--- src/rtl/blu_pkg.sv ---
package blu_pkg;
  localparam int OP_W = 8;
  localparam logic [3:0] GRP_BRANCH = 4'b0010;
  localparam logic [3:0] GRP_LOOP   = 4'b0011;

  typedef struct packed {
    logic load;    // capture a result this cycle
    logic isLoop;  // loop group: write back decremented value
    logic take;    // transfer control
  } blu_strobe_t;
endpackage

--- src/rtl/blu_ctrl.sv ---
module blu_ctrl
  import blu_pkg::*;
(
  input  logic              evalValid,
  input  logic [OP_W-1:0]   opcode,
  input  logic              flagM,
  input  logic              flagZ,
  input  logic              flagC,
  input  logic              decZero,
  output blu_strobe_t       strobes
);
  logic       brGrp;
  logic       loopGrp;
  logic       condInv;
  logic [2:0] condMask;
  logic [2:0] flagVec;
  logic [2:0] hitVec;
  logic       condHit;

  assign brGrp    = (opcode[7:4] == GRP_BRANCH);
  assign loopGrp  = (opcode[7:4] == GRP_LOOP);
  assign condInv  = opcode[3];
  assign condMask = opcode[2:0];
  assign flagVec  = {flagM, flagZ, flagC};

  for (genvar i = 0; i < 3; i++) begin : g_sel
    assign hitVec[i] = condMask[i] & flagVec[i];
  end

  assign condHit = |hitVec;

  always_comb begin
    strobes.load   = evalValid & (brGrp | loopGrp);
    strobes.isLoop = loopGrp;
    if (brGrp)
      strobes.take = condInv ^ condHit;
    else if (loopGrp)
      strobes.take = ~decZero;
    else
      strobes.take = 1'b0;
  end
endmodule

--- src/rtl/blu_datapath.sv ---
module blu_datapath
  import blu_pkg::*;
#(
  parameter int ADDR_W = 16,
  parameter int DATA_W = 8,
  parameter int DISP_W = 8
) (
  input  logic              clk,
  input  logic              rstN,
  input  blu_strobe_t       strobes,
  input  logic [3:0]        locCode,
  input  logic [2:0]        flagsIn,
  input  logic [DATA_W-1:0] loopOperand,
  input  logic [ADDR_W-1:0] opPtr,
  input  logic              targetAbs,
  input  logic [ADDR_W-1:0] targetField,
  output logic              decZero,
  output logic              resValid,
  output logic              takeBranch,
  output logic [ADDR_W-1:0] nextPtr,
  output logic              wbValid,
  output logic [DATA_W-1:0] wbData,
  output logic [3:0]        wbLoc,
  output logic [2:0]        flagsOut
);
  localparam logic [ADDR_W-1:0] LEN_REL = ADDR_W'(2);
  localparam logic [ADDR_W-1:0] LEN_ABS = ADDR_W'(3);

  logic [DATA_W-1:0] decVal;
  logic [ADDR_W-1:0] dispExt;
  logic [ADDR_W-1:0] fallPtr;
  logic [ADDR_W-1:0] relPtr;
  logic [ADDR_W-1:0] takenPtr;

  assign decVal  = loopOperand - DATA_W'(1);
  assign decZero = (decVal == '0);

  if (ADDR_W > DISP_W) begin : g_sext
    assign dispExt = {{(ADDR_W-DISP_W){targetField[DISP_W-1]}}, targetField[DISP_W-1:0]};
  end else begin : g_nosext
    assign dispExt = targetField[ADDR_W-1:0];
  end

  assign fallPtr  = opPtr + (targetAbs ? LEN_ABS : LEN_REL);
  assign relPtr   = fallPtr + dispExt;
  assign takenPtr = targetAbs ? targetField : relPtr;

  always_ff @(posedge clk) begin
    if (!rstN) begin
      resValid   <= 1'b0;
      takeBranch <= 1'b0;
      wbValid    <= 1'b0;
      nextPtr    <= '0;
      wbData     <= '0;
      wbLoc      <= '0;
      flagsOut   <= '0;
    end else begin
      resValid   <= strobes.load;
      takeBranch <= strobes.load & strobes.take;
      wbValid    <= strobes.load & strobes.isLoop;
      if (strobes.load) begin
        nextPtr  <= strobes.take ? takenPtr : fallPtr;
        flagsOut <= flagsIn;
      end
      if (strobes.load && strobes.isLoop) begin
        wbData <= decVal;
        wbLoc  <= locCode;
      end
    end
  end
endmodule

--- src/rtl/branch_loop_unit.sv ---
module branch_loop_unit
  import blu_pkg::*;
#(
  parameter int ADDR_W = 16,
  parameter int DATA_W = 8,
  parameter int DISP_W = 8
) (
  input  logic              clk,
  input  logic              rstN,
  input  logic              evalValid,
  input  logic [7:0]        opcode,
  input  logic              flagM,
  input  logic              flagZ,
  input  logic              flagC,
  input  logic [DATA_W-1:0] loopOperand,
  input  logic [ADDR_W-1:0] opPtr,
  input  logic              targetAbs,
  input  logic [ADDR_W-1:0] targetField,
  output logic              resValid,
  output logic              takeBranch,
  output logic [ADDR_W-1:0] nextPtr,
  output logic              wbValid,
  output logic [DATA_W-1:0] wbData,
  output logic [3:0]        wbLoc,
  output logic [2:0]        flagsOut
);
  blu_strobe_t strobes;
  logic        decZero;

  blu_ctrl ctrl_i (
    .evalValid (evalValid),
    .opcode    (opcode),
    .flagM     (flagM),
    .flagZ     (flagZ),
    .flagC     (flagC),
    .decZero   (decZero),
    .strobes   (strobes)
  );

  blu_datapath #(.ADDR_W(ADDR_W), .DATA_W(DATA_W), .DISP_W(DISP_W)) dp_i (
    .clk         (clk),
    .rstN        (rstN),
    .strobes     (strobes),
    .locCode     (opcode[3:0]),
    .flagsIn     ({flagM, flagZ, flagC}),
    .loopOperand (loopOperand),
    .opPtr       (opPtr),
    .targetAbs   (targetAbs),
    .targetField (targetField),
    .decZero     (decZero),
    .resValid    (resValid),
    .takeBranch  (takeBranch),
    .nextPtr     (nextPtr),
    .wbValid     (wbValid),
    .wbData      (wbData),
    .wbLoc       (wbLoc),
    .flagsOut    (flagsOut)
  );
endmodule

--- config.mk ---
export PLATFORM = sky130hd
export DESIGN_NAME = branch_loop_unit
export DESIGN_NICKNAME = d
export VERILOG_FILES = /design/src/rtl/blu_pkg.sv /design/src/rtl/blu_ctrl.sv /design/src/rtl/blu_datapath.sv /design/src/rtl/branch_loop_unit.sv
export SDC_FILE = /design/constraint.sdc
export NUM_CORES = 1
export LEC_CHECK = 0
export BUFFER_PORTS_ARGS = -buffer_cell sky130_fd_sc_hd__buf_2
export CAP_MARGIN = 20
export CORE_ASPECT_RATIO = 1.2
export CORE_MARGIN = 5
export CORE_UTILIZATION = 40
export CTS_BUF_LIST = sky130_fd_sc_hd__clkbuf_4
export CTS_CLUSTER_DIAMETER = 200
export DETAILED_ROUTE_END_ITERATION = 8
export PLACE_DENSITY = 0.65
export SYNTH_ARGS = -nofsm -noshare
export SYNTH_HDL_FRONTEND = slang
export SYNTH_SLANG_ARGS = --single-unit
--- constraint.sdc ---
create_clock -name clk -period 9.21 [get_ports clk]
set_input_delay 0.4605 -clock clk [delete_from_list [all_inputs] [get_ports clk]]
set_output_delay 0.4605 -clock clk [all_outputs]
set_load 0.005 [all_outputs]
==> results of run 1 <==
worst paths after layout:
kind	slack, ns	to
min reg2reg	0.46	dp_i.wbLoc[1]$_SDFFE_PN0P_
min	0.34	dp_i.wbData[0]$_SDFFE_PN0P_
max reg2reg	8.27	dp_i.nextPtr[13]$_SDFFE_PN0P_
max	5.34	dp_i.nextPtr[11]$_SDFFE_PN0P_
flip-flops by register name, summed over array words and instances, names as in the netlist:
signal / count
dp_i.wbData: 8
dp_i.nextPtr: 16
dp_i.takeBranch: 1
dp_i.wbLoc: 4
dp_i.resValid: 1
dp_i.wbValid: 1
dp_i.flagsOut: 3
per-stage QoR:
stage                util  hold slack, ns  power (W)  instance area (um2)  worst slack, ns
floorplan               -           0.446   0.000241                 2820             5.99
detailed placement  0.484           0.449   0.000284                 3320             5.04
global placement    0.484           0.439   0.000283                 3320             5.14
CTS                 0.495           0.329   0.000395                 3390             5.40
finish              0.495           0.343   0.000392                 3390             5.34
global route        0.495           0.328   0.000416                 3390             5.09
routing by layer:
layer,routed length [um],vias to the layer above,global-route usage
met5,0,-,0
met2,3990,116,0.333
met3,645,22,0.0387
li1,-,1490,-
met1,3670,1348,0.232
met4,245,0,0.0779
worst register-to-register path, stage by stage (launching register included):
cell	delay [ns]
dfxtp_1	0.34
inv_1	0.05
nor3_1	0.24
a211oi_1	0.07
a21oi_1	0.17
power groups by stage:
stage | Combinational (W) | Sequential [W] | Clock (W)
floorplan | 0.0000861 | 0.000155 | 0
finish | 0.000130 | 0.000152 | 0.000109
global placement | 0.000127 | 0.000155 | 0
detailed placement | 0.000128 | 0.000155 | 0
CTS | 0.000129 | 0.000152 | 0.000114
global route | 0.000144 | 0.000152 | 0.000120
cell families (layout without fill, tap and decap cells):
family / after synthesis / in the layout / synth area share
and+or+nand+nor: 134 / 134 / 0.253
AOI/OAI and AO/OA: 104 / 104 / 0.251
DFF: 34 / 34 / 0.241
xor gates and xnor gates: 27 / 27 / 0.0837
buffers and inverters: 24 / 107 / 0.0350
adders and majority gates: 23 / 23 / 0.105
muxes: 9 / 9 / 0.0323
area by class of cell:
cell class / count / area, um2
clock inverters: 3 / 40.0
flip-flops and latches: 34 / 681
inverters: 11 / 41.3
clock buffers: 5 / 37.5
well taps: 87 / 109
fillers: 734 / 3460
repair buffers: 88 / 440
multi-input cells: 297 / 2040
layout by cell type (no fill, tap or decap), types with 7 or more instances in the layout:
master,n
buf_2,88
nand2_1,45
dfxtp_1,34
nor2_1,28
a21oi_1,26
ha_1,22
o21ai_0,21
xnor2_1,19
nand3_1,11
a211oi_1,11
inv_1,10
xor2_1,8
mux2i_1,8
nor3_1,7
==> run_results.csv, run 1 <==
group,metric,value,unit
logic_synthesis,synth_fp_nets,433,
logic_synthesis,synth_top_area_cell,"dfxtp_1",
route,drt.antenna.violating_nets,0,
logic_synthesis,syn_avg_cell_area,7.95,um2
power,p_comb_frac,0.333,
worst_hold_path,hp-class,"input pin to flip-flop",
floorplan,die_w,86.7,um
worst_setup_path,cpMostUsedCell,"ha_1",
logic_synthesis,ys_seq_area_frac,0.241,
run,cap_violations,0,
global_route,grt_pass1_wl,13600,um
placement,gp_congestion,0.916,
final_layout,drive_gt1_frac,0.249,
logic_synthesis,ys.flop_type,"dfxtp_1",
power,p_sw,0.000131,W
sta,setup_viol,0,
worst_setup_path,cp_cell_sequence,"buf_2 > ha_1 > inv_1 > ha_1 > nor3b_1 > nand4_1 > xnor2_1 > ha_1 > nand2_1 > o21ai_0 > nor4b_1 > a221oi_1 > o211ai_1 > a32o_1",
cts,clk_latency,0.32,ns
power,clkPwrFrac,0.279,
sta,slew_headroom,0.461,
worst_setup_path,worstPathRequired,9.45,ns
placement,io_buffers,88,
worst_setup_path,cp_num_buf_inv,2,
logic_synthesis,synth_most_common_cell,"nand2_1",
worst_setup_path,path_delay_family,"compound AO/OA/AOI/OAI gates",
final_layout,finalNonFillerCells,525,
sta,tns,0,ns
logic_synthesis,synth_area_leaders,"dfxtp_1, ha_1, nand2_1, xnor2_1, a21oi_1",
global_route,grt_overflow_total,0,
logic_synthesis,synth_top_area_share,0.241,
sta,period_needed,3.87,ns
worst_setup_path,crit_type,"input pin to flip-flop",
cts,htree_levels,2,
floorplan,num_rows,33,
cts,cts_tree,"built",
cts,postCtsHoldBufs,0,
sta,fmax,259,MHz
route,wl,8560,um
route,num_vias,2976,
power,ir_worst_vdd,0.0706,mV
sta,finalMaxSlewViolations,0,
cts,cts_sinks,34,
route,drc,0,
global_route,track_usage,0.192,
route,avgRoutedWirePerCell,16.3,um
power,intPower,0.000260,W
worst_setup_path,cp_slowest_stage_delay,0.49,ns
floorplan,fp.coreArea,6850,um2
worst_setup_path,crit_fanout,33,
worst_setup_path,endpoint_kind,"flip-flop",
power,power.density,115,nW/um2
final_layout,n_antenna_cell,0,
logic_synthesis,synth-edff-count,0,
route,vias_per_cell,5.67,
worst_hold_path,hold_path_depth,2,
floorplan,initial_utilization,0.412,
cts,cts_resized,0,
sta,hold_viol_final,0,
logic_synthesis,yosys_warnings,0,
sta,worstMarginPinSlew,0.806,ns
global_route,grt_max_degree,34,
worst_setup_path,cp-start-kind,"input pin",
worst_setup_path,crit_arrival,4.10,ns
global_route,grt_pass1_vias,2910,
power,seq_power_share,0.388,
logic_synthesis,synth-seq-cells,34,
worst_setup_path,critPathSlowestCell,"nor3b_1",
worst_setup_path,r2r_start,"dp_i.nextPtr[13]$_SDFFE_PN0P_",
cts,ctsLongestPathBuffers,2,
sta,fin_crit_sh,0.420,
floorplan,dieArea,8850,um2
floorplan,io_pins,89,
final_layout,nets,515,
logic_synthesis,async_flop_share,0,
sta,rsz0062_at_grt,"false",
cts,numCtsBuffers,5,
logic_synthesis,synthesis.instances,355,
route,drt_iter0_markers,129,
route,drt_pass1_iterations,4,
placement,dp.cells,517,
global_route,antenna_found_initial,0,
placement,hpwl,6940,um
power,p_sw_frac,0.335,
final_layout,area_delta_synth_final,20.2,%
cts,clk_pin_slew_worst_paths,0.11,ns
logic_synthesis,synth_commonest_cells,"nand2_1, dfxtp_1, nor2_1",
worst_hold_path,worstHoldStart,"loopOperand[0]",
logic_synthesis,synthDistinctLibCells,64,
floorplan,die_h,102,um
worst_setup_path,worst-path-stages,14,
worst_setup_path,critPathLaunch,"targetAbs",
cts,cts_root_buf,"clkbuf_4",
cts,cts_setup_buffers,0,
run_status,status,"finished clean",
logic_synthesis,syn_area,2820,um2
sta,clock_skew,0,ns
worst_setup_path,ff2ff_path_depth,4,
power,total_leakage_power,1.51,nW
Power figures use the tool's default switching activity.
==> run 2: changes to the inputs <==
--- a/config.mk
+++ b/config.mk
@@ -5,6 +5,7 @@
 export SDC_FILE = /design/constraint.sdc
 export NUM_CORES = 1
 export LEC_CHECK = 0
+export ABC_AREA = 1
 export BUFFER_PORTS_ARGS = -buffer_cell sky130_fd_sc_hd__buf_2
 export CAP_MARGIN = 20
 export CORE_ASPECT_RATIO = 1.2
@@ -13,7 +14,7 @@
 export CTS_BUF_LIST = sky130_fd_sc_hd__clkbuf_4
 export CTS_CLUSTER_DIAMETER = 200
 export DETAILED_ROUTE_END_ITERATION = 8
-export PLACE_DENSITY = 0.65
+export PLACE_DENSITY = 0.66
 export SYNTH_ARGS = -nofsm -noshare
 export SYNTH_HDL_FRONTEND = slang
 export SYNTH_SLANG_ARGS = --single-unit
==> constraint.sdc (replaced) <==
create_clock -name clk -period 3.11 [get_ports clk]
set_input_delay 0.1555 -clock clk [delete_from_list [all_inputs] [get_ports clk]]
set_output_delay 0.1555 -clock clk [all_outputs]
set_load 0.005 [all_outputs]
==> run 2 against run 1 <==
Compared with the run above: core utilization decreased by 0.61 points; design area increased by 12%; clock power increased by 100%; synthesized cell count increased by 53%; die area increased by 12%; register-to-register slack got worse by 5.8 ns; first-iteration DRC count increased by 22%; critical path type unchanged.
==> run_results.csv, run 2 <==
group,metric,value,unit
cts,cts_sinks,34,
logic_synthesis,synth-edff-count,0,
floorplan,die_w,91.8,um
route,drt_iter0_markers,158,
final_layout,largest_register_ffs,16,
route,avgRoutedWirePerCell,12.9,um
sta,fmax,364,MHz
logic_synthesis,synth-seq-cells,34,
sta,rsz0062_at_grt,"false",
global_route,track_usage,0.184,
cts,postCtsHoldBufs,0,
cts,cts_tree,"built",
worst_setup_path,path_delay_family,"simple AND/OR/NAND/NOR gates",
floorplan,initial_utilization,0.415,
run,cap_violations,0,
floorplan,die_h,108,um
cts,cts_root_buf,"clkbuf_4",
logic_synthesis,synth_top_area_share,0.212,
logic_synthesis,ys.flop_type,"dfxtp_1",
worst_setup_path,crit_type,"input pin to flip-flop",
sta,finalMaxSlewViolations,0,
worst_setup_path,crit_fanout,6,
worst_setup_path,ff2ff_path_depth,2,
global_route,grt_pass1_vias,3384,
sta,setup_viol,0,
worst_setup_path,crit_arrival,2.94,ns
cts,cts_setup_buffers,0,
logic_synthesis,synthDistinctLibCells,32,
logic_synthesis,synth_top_area_cell,"dfxtp_1",
floorplan,dieArea,9940,um2
sta,hold_viol_final,0,
sta,slew_headroom,0.492,
cts,clk_pin_slew_worst_paths,0.10,ns
worst_setup_path,critPathSlowestCell,"ha_1",
sta,tns,0,ns
worst_hold_path,hold_path_depth,2,
final_layout,nets,710,
final_layout,area_delta_synth_final,17.9,%
placement,io_buffers,88,
route,drc,0,
worst_hold_path,hp-class,"input pin to flip-flop",
worst_setup_path,cp_num_buf_inv,3,
placement,gp_congestion,1.06,
final_layout,final_common_cell,"nand2_1",
cts,clk_latency,0.31,ns
worst_setup_path,reg2reg_setup_slack,2.45,ns
logic_synthesis,yosys_warnings,0,
run_status,status,"finished clean",
global_route,grt_overflow_total,0,
logic_synthesis,syn_area,3210,um2
route,drt.antenna.violating_nets,0,
route,drt_pass1_iterations,4,
placement,hpwl,7770,um
sta,period_needed,2.75,ns
worst_setup_path,cp_slowest_stage_delay,0.35,ns
final_layout,final.fill_count,833,
worst_hold_path,worstHoldStart,"loopOperand[0]",
power,power.density,288,nW/um2
route,wl,9360,um
final_layout,mostFrequentLayoutCells,"nand2_1, buf_2, inv_1",
worst_setup_path,cp-start-kind,"input pin",
final_layout,regMostFlops,"dp_i.nextPtr",
worst_setup_path,r2r_start,"dp_i.wbData[4]$_SDFFE_PN0P_",
logic_synthesis,syn_avg_cell_area,5.91,um2
worst_setup_path,cp_cell_sequence,"buf_2 > ha_1 > inv_1 > ha_1 > nor2_2 > nand3_1 > nor3_1 > xor2_1 > inv_1 > ha_1 > a21oi_1 > nand2_1 > nand2_1 > nand2_1 > a21oi_1 > nand3_1 > nand3_1 > nand2_1 > nand2_1 > a21oi_1",
final_layout,drive_gt1_frac,0.213,
cts,numCtsBuffers,5,
route,vias_per_cell,4.97,
power,total_leakage_power,2.14,nW
sta,clock_skew,0,ns
route,num_vias,3602,
logic_synthesis,synth_area_leaders,"dfxtp_1, nand2_1, inv_1, ha_1, nand3_1",
sta,worstMarginPinSlew,0.761,ns
worst_setup_path,cpMostUsedCell,"nand2_1",
final_layout,design_area,3790,um2
final_layout,n_antenna_cell,0,
logic_synthesis,ys_seq_area_frac,0.212,
global_route,grt_pass1_wl,15100,um
final_layout,multi_input_area,2140,um2
worst_setup_path,endpoint_kind,"flip-flop",
worst_setup_path,worstPathRequired,3.30,ns
worst_setup_path,reg2reg_to,"dp_i.wbData[4]$_SDFFE_PN0P_",
sta,fin_crit_sh,0.885,
global_route,antenna_found_initial,0,
cts,htree_levels,2,
logic_synthesis,synth_fp_nets,622,
cts,cts_resized,0,
logic_synthesis,synthesis.instances,544,
logic_synthesis,async_flop_share,0,
power,ir_worst_vdd,0.129,mV
floorplan,num_rows,35,
floorplan,io_pins,89,
floorplan,fp.coreArea,7750,um2
worst_hold_path,holdPathEnd,"dp_i.wbData[0]$_SDFFE_PN0P_",
final_layout,reg_top3,"dp_i.nextPtr (16), dp_i.wbData (8), dp_i.wbLoc (4)",
logic_synthesis,synth_most_common_cell,"nand2_1",
global_route,grt_max_degree,27,
cts,ctsLongestPathBuffers,2,
placement,place_area,3740,um2
logic_synthesis,synth_commonest_cells,"nand2_1, inv_1, nand3_1",
final_layout,area.sequential,681,um2
[run 2: metrics by stage]
stage / hold WS (ns) / worst slack (ns) / utilization / std cells / total power, W
2_1_floorplan: 0.246 / 0.569 / - / 544 / 0.000748
3_3_place_gp: 0.392 / 0.0660 / 0.482 / 717 / 0.000874
3_5_place_dp: 0.384 / -0.0297 / 0.482 / 717 / 0.000876
4_1_cts: 0.0174 / 0.327 / 0.489 / 725 / 0.00110
5_1_grt: 0.0181 / 0.0650 / 0.489 / 725 / 0.00118
6_report: 0.0391 / 0.359 / 0.489 / 725 / 0.00109
[run 2: cell type report]
class / count / area share
clock buffer: 5 / 0.00990
clock inverter: 3 / 0.00297
inverter: 89 / 0.0895
multi-input combinational: 410 / 0.564
sequential: 34 / 0.180
tap: 92 / 0.0304
timing repair buffer: 92 / 0.124
[run 2: cell families (layout without fill, tap and decap cells)]
logic type | count (synthesis) | in the layout | synth area share
and+or+nand+nor | 317 | 317 | 0.440
buffers and inverters | 100 | 189 | 0.125
AOI/OAI and AO/OA | 56 | 56 | 0.0934
DFF | 34 | 34 | 0.212
adders and majority gates | 23 | 23 | 0.0919
xor gates and xnor gates | 14 | 14 | 0.0381
[run 2: worst max-delay path by stage]
stage              start  slack, ns                             to  cells after the start
6_report       targetAbs       0.36  dp_i.nextPtr[15]$_SDFFE_PN0P_                     20
5_1_grt        targetAbs       0.07  dp_i.nextPtr[14]$_SDFFE_PN0P_                     21
4_1_cts        targetAbs       0.33  dp_i.nextPtr[15]$_SDFFE_PN0P_                     20
3_5_place_dp   targetAbs      -0.03  dp_i.nextPtr[15]$_SDFFE_PN0P_                     20
3_3_place_gp   targetAbs       0.07  dp_i.nextPtr[10]$_SDFFE_PN0P_                     21
2_1_floorplan   opPtr[0]       0.57  dp_i.nextPtr[14]$_SDFFE_PN0P_                     20
[run 2: worst reg2reg max path, delay by kind of cell (launching register included)]
family	cells	cell delay, ns
compound gates	2	0.23
flops	1	0.32
[run 2: where the power goes]
part           leakage, nW  total (W)  internal (W)  switching, W
sequential           0.275   0.000449      0.000445    0.00000469
combinational         1.83   0.000421      0.000157      0.000265
clock               0.0277   0.000221     0.0000806      0.000141
total                 2.14    0.00109      0.000682      0.000410
[run 2: metal layers]
layer | vias to the layer above | global-route usage | part of all wire
met2 | 105 | 0.340 | 0.50
met4 | 0 | 0.0786 | 0.031
met1 | 1587 | 0.209 | 0.41
met5 | - | 0 | 0
li1 | 1892 | - | -
met3 | 18 | 0.0292 | 0.055
==> run 3: changes to the inputs <==
--- a/config.mk
+++ b/config.mk
@@ -14,7 +14,8 @@
 export CTS_BUF_LIST = sky130_fd_sc_hd__clkbuf_4
 export CTS_CLUSTER_DIAMETER = 200
 export DETAILED_ROUTE_END_ITERATION = 8
-export PLACE_DENSITY = 0.66
+export PLACE_DENSITY = 0.67
 export SYNTH_ARGS = -nofsm -noshare
 export SYNTH_HDL_FRONTEND = slang
+export SYNTH_HIERARCHICAL = 1
 export SYNTH_SLANG_ARGS = --single-unit
==> run 3 against run 2 <==
Compared with the run above: die area fell by 3.8%; first-iteration DRC count grew 7.0%; global-route usage up 1.2 points; largest power group unchanged; highest routed layer unchanged.
==> run_results.csv, run 3 <==
group,metric,value,unit
final_layout,finalNonFillerCells,673,
cts,clk_pin_slew_worst_paths,0.13,ns
sta,fin_crit_sh,0.852,
logic_synthesis,synth_top_area_cell,"dfxtp_1",
route,drc,0,
power,p_sw,0.000421,W
logic_synthesis,synthDistinctLibCells,41,
floorplan,die_w,90.1,um
route,wl,9360,um
cts,numCtsBuffers,5,
logic_synthesis,synth_commonest_cells,"nand2_1, nor2_1, inv_1",
global_route,grt_overflow_total,0,
worst_hold_path,hp-class,"input pin to flip-flop",
worst_setup_path,endpoint_kind,"flip-flop",
run,cap_violations,0,
floorplan,dieArea,9560,um2
route,avgRoutedWirePerCell,13.9,um
floorplan,num_rows,35,
final_layout,area_delta_synth_final,20.4,%
final_layout,reg_top3,"dp_i/nextPtr (16), dp_i/wbData (8), dp_i/wbLoc (4)",
logic_synthesis,synth-edff-count,0,
final_layout,final_core_util,0.489,
sta,rsz0062_at_grt,"false",
worst_setup_path,crit_type,"input pin to flip-flop",
sta,tns,0,ns
logic_synthesis,synth_most_common_cell,"nand2_1",
route,drt_pass1_iterations,4,
final_layout,n_antenna_cell,0,
worst_setup_path,crit_arrival,2.93,ns
final_layout,area.sequential,681,um2
cts,cts_resized,0,
logic_synthesis,ys_seq_area_frac,0.221,
logic_synthesis,synthesis.instances,495,
global_route,grt_pass1_vias,3405,
sta,fmax,377,MHz
route,drt.antenna.violating_nets,0,
power,ir_worst_vdd,0.183,mV
global_route,antenna_found_initial,0,
cts,cts_tree,"built",
cts,cts_setup_buffers,0,
final_layout,final_common_cell,"nand2_1",
final_layout,design_area,3710,um2
placement,hpwl,7560,um
logic_synthesis,synth-seq-cells,34,
placement,io_buffers,88,
floorplan,fp.coreArea,7580,um2
power,clkPwrFrac,0.337,
global_route,track_usage,0.196,
cts,ctsLongestPathBuffers,2,
sta,hold_viol_final,0,
power,p_comb_frac,0.308,
sta,clock_skew,0,ns
final_layout,multi_input_area,2060,um2
power,intPower,0.000845,W
cts,postCtsHoldBufs,1,
sta,setup_viol,0,
logic_synthesis,synth_area_leaders,"dfxtp_1, nand2_1, ha_1, nor2_1, inv_1",
route,num_vias,3439,
cts,cts_root_buf,"clkbuf_4",
logic_synthesis,synth_fp_nets,573,
placement,gp_congestion,0.929,
final_layout,mostFrequentLayoutCells,"nand2_1, buf_2, nor2_1",
route,vias_per_cell,5.11,
cts,cts_sinks,34,
final_layout,nets,658,
sta,period_needed,2.65,ns
logic_synthesis,yosys_warnings,6,
sta,finalMaxSlewViolations,0,
worst_setup_path,cp-start-kind,"input pin",
run_status,status,"finished clean",
logic_synthesis,syn_avg_cell_area,6.22,um2
worst_setup_path,crit_fanout,25,
power,total_leakage_power,2.04,nW
final_layout,regMostFlops,"dp_i/nextPtr",
cts,htree_levels,2,
placement,dp.cells,664,
logic_synthesis,synth_top_area_share,0.221,
logic_synthesis,ys.flop_type,"dfxtp_1",
power,seq_power_share,0.354,
global_route,grt_pass1_wl,15500,um
sta,worstMarginPinSlew,0.721,ns
route,drt_iter0_markers,169,
floorplan,io_pins,89,
logic_synthesis,async_flop_share,0,
power,power.density,342,nW/um2
cts,clk_latency,0.35,ns
worst_setup_path,worstPathRequired,3.39,ns
logic_synthesis,syn_area,3080,um2
final_layout,drive_gt1_frac,0.238,
power,p_sw_frac,0.332,
global_route,grt_max_degree,31,
floorplan,initial_utilization,0.406,
placement,place_area,3590,um2
floorplan,die_h,106,um
final_layout,final.fill_count,800,
sta,slew_headroom,0.518,
final_layout,largest_register_ffs,16,
-- run 3: final timing paths --
check / start / end / slack (ns) / cells past startpoint
max: loopOperand[0] / dp_i/nextPtr[3]$_SDFFE_PN0P_ / 0.46 / 18
min: flagM / dp_i/flagsOut[2]$_SDFFE_PN0P_ / 0.06 / 3
max reg2reg: dp_i/wbData[3]$_SDFFE_PN0P_ / dp_i/wbData[3]$_SDFFE_PN0P_ / 2.42 / 4
min reg2reg: dp_i/nextPtr[7]$_SDFFE_PN0P_ / dp_i/nextPtr[7]$_SDFFE_PN0P_ / 0.48 / 2
-- run 3: kinds of logic (layout without fill, tap and decap cells) --
group | Yosys count | after routing | synth area share
flops | 34 | 34 | 0.221
buf+inv | 85 | 171 | 0.111
fa+ha+maj | 23 | 23 | 0.0959
simple gates | 242 | 242 | 0.349
xor+xnor | 17 | 17 | 0.0508
compound gates | 94 | 94 | 0.172
-- run 3: per-layer routing --
metal,vias to the layer above,track usage,share of wire
met2,98,0.370,0.51
met4,0,0.0872,0.038
met5,-,0,0
met3,22,0.0410,0.053
li1,1760,-,-
met1,1559,0.206,0.40
-- run 3: worst max-delay path: stages --
cell           delay (ns)
dlygate4sd3_1        0.53
buf_2                0.15
inv_1                0.09
ha_1                 0.19
inv_1                0.06
nor2_1               0.11
nand2_1              0.11
nor2_1               0.13
xor2_1               0.10
nor4_1               0.27
inv_1                0.07
nand2_1              0.06
nand2_1              0.09
inv_2                0.37
a21oi_1              0.07
o21ai_0              0.11
o211ai_1             0.12
a21oi_1              0.15
-- run 3: cell type report --
cell class              count  share of cell area
flip-flops and latches     34               0.184
repair buffers             92               0.128
well taps                  92              0.0311
clock inverters             3              0.0186
clock buffers               5              0.0101
inverters                  71              0.0726
multi-input cells         376               0.556
-- run 3: power groups by stage --
| stage | logic, W | clock network, W | registers, W |
|---|---|---|---|
| CTS | 0.000390 | 0.000442 | 0.000449 |
| global route | 0.000440 | 0.000460 | 0.000450 |
| global placement | 0.000381 | 0 | 0.000458 |
| finish | 0.000390 | 0.000427 | 0.000449 |
| floorplan | 0.000261 | 0 | 0.000459 |
| detailed placement | 0.000387 | 0 | 0.000459 |
-- run 3: stage by stage --
| stage | hold WS [ns] | setup slack, ns | total power, W |
|---|---|---|---|
| after global routing | 0.0561 | 0.260 | 0.00135 |
| after floorplan | 0.245 | 0.626 | 0.000720 |
| final | 0.0619 | 0.460 | 0.00127 |
| after global placement | 0.374 | 0.285 | 0.000840 |
| after detailed placement | 0.390 | 0.206 | 0.000845 |
| after CTS | 0.0353 | 0.481 | 0.00128 |
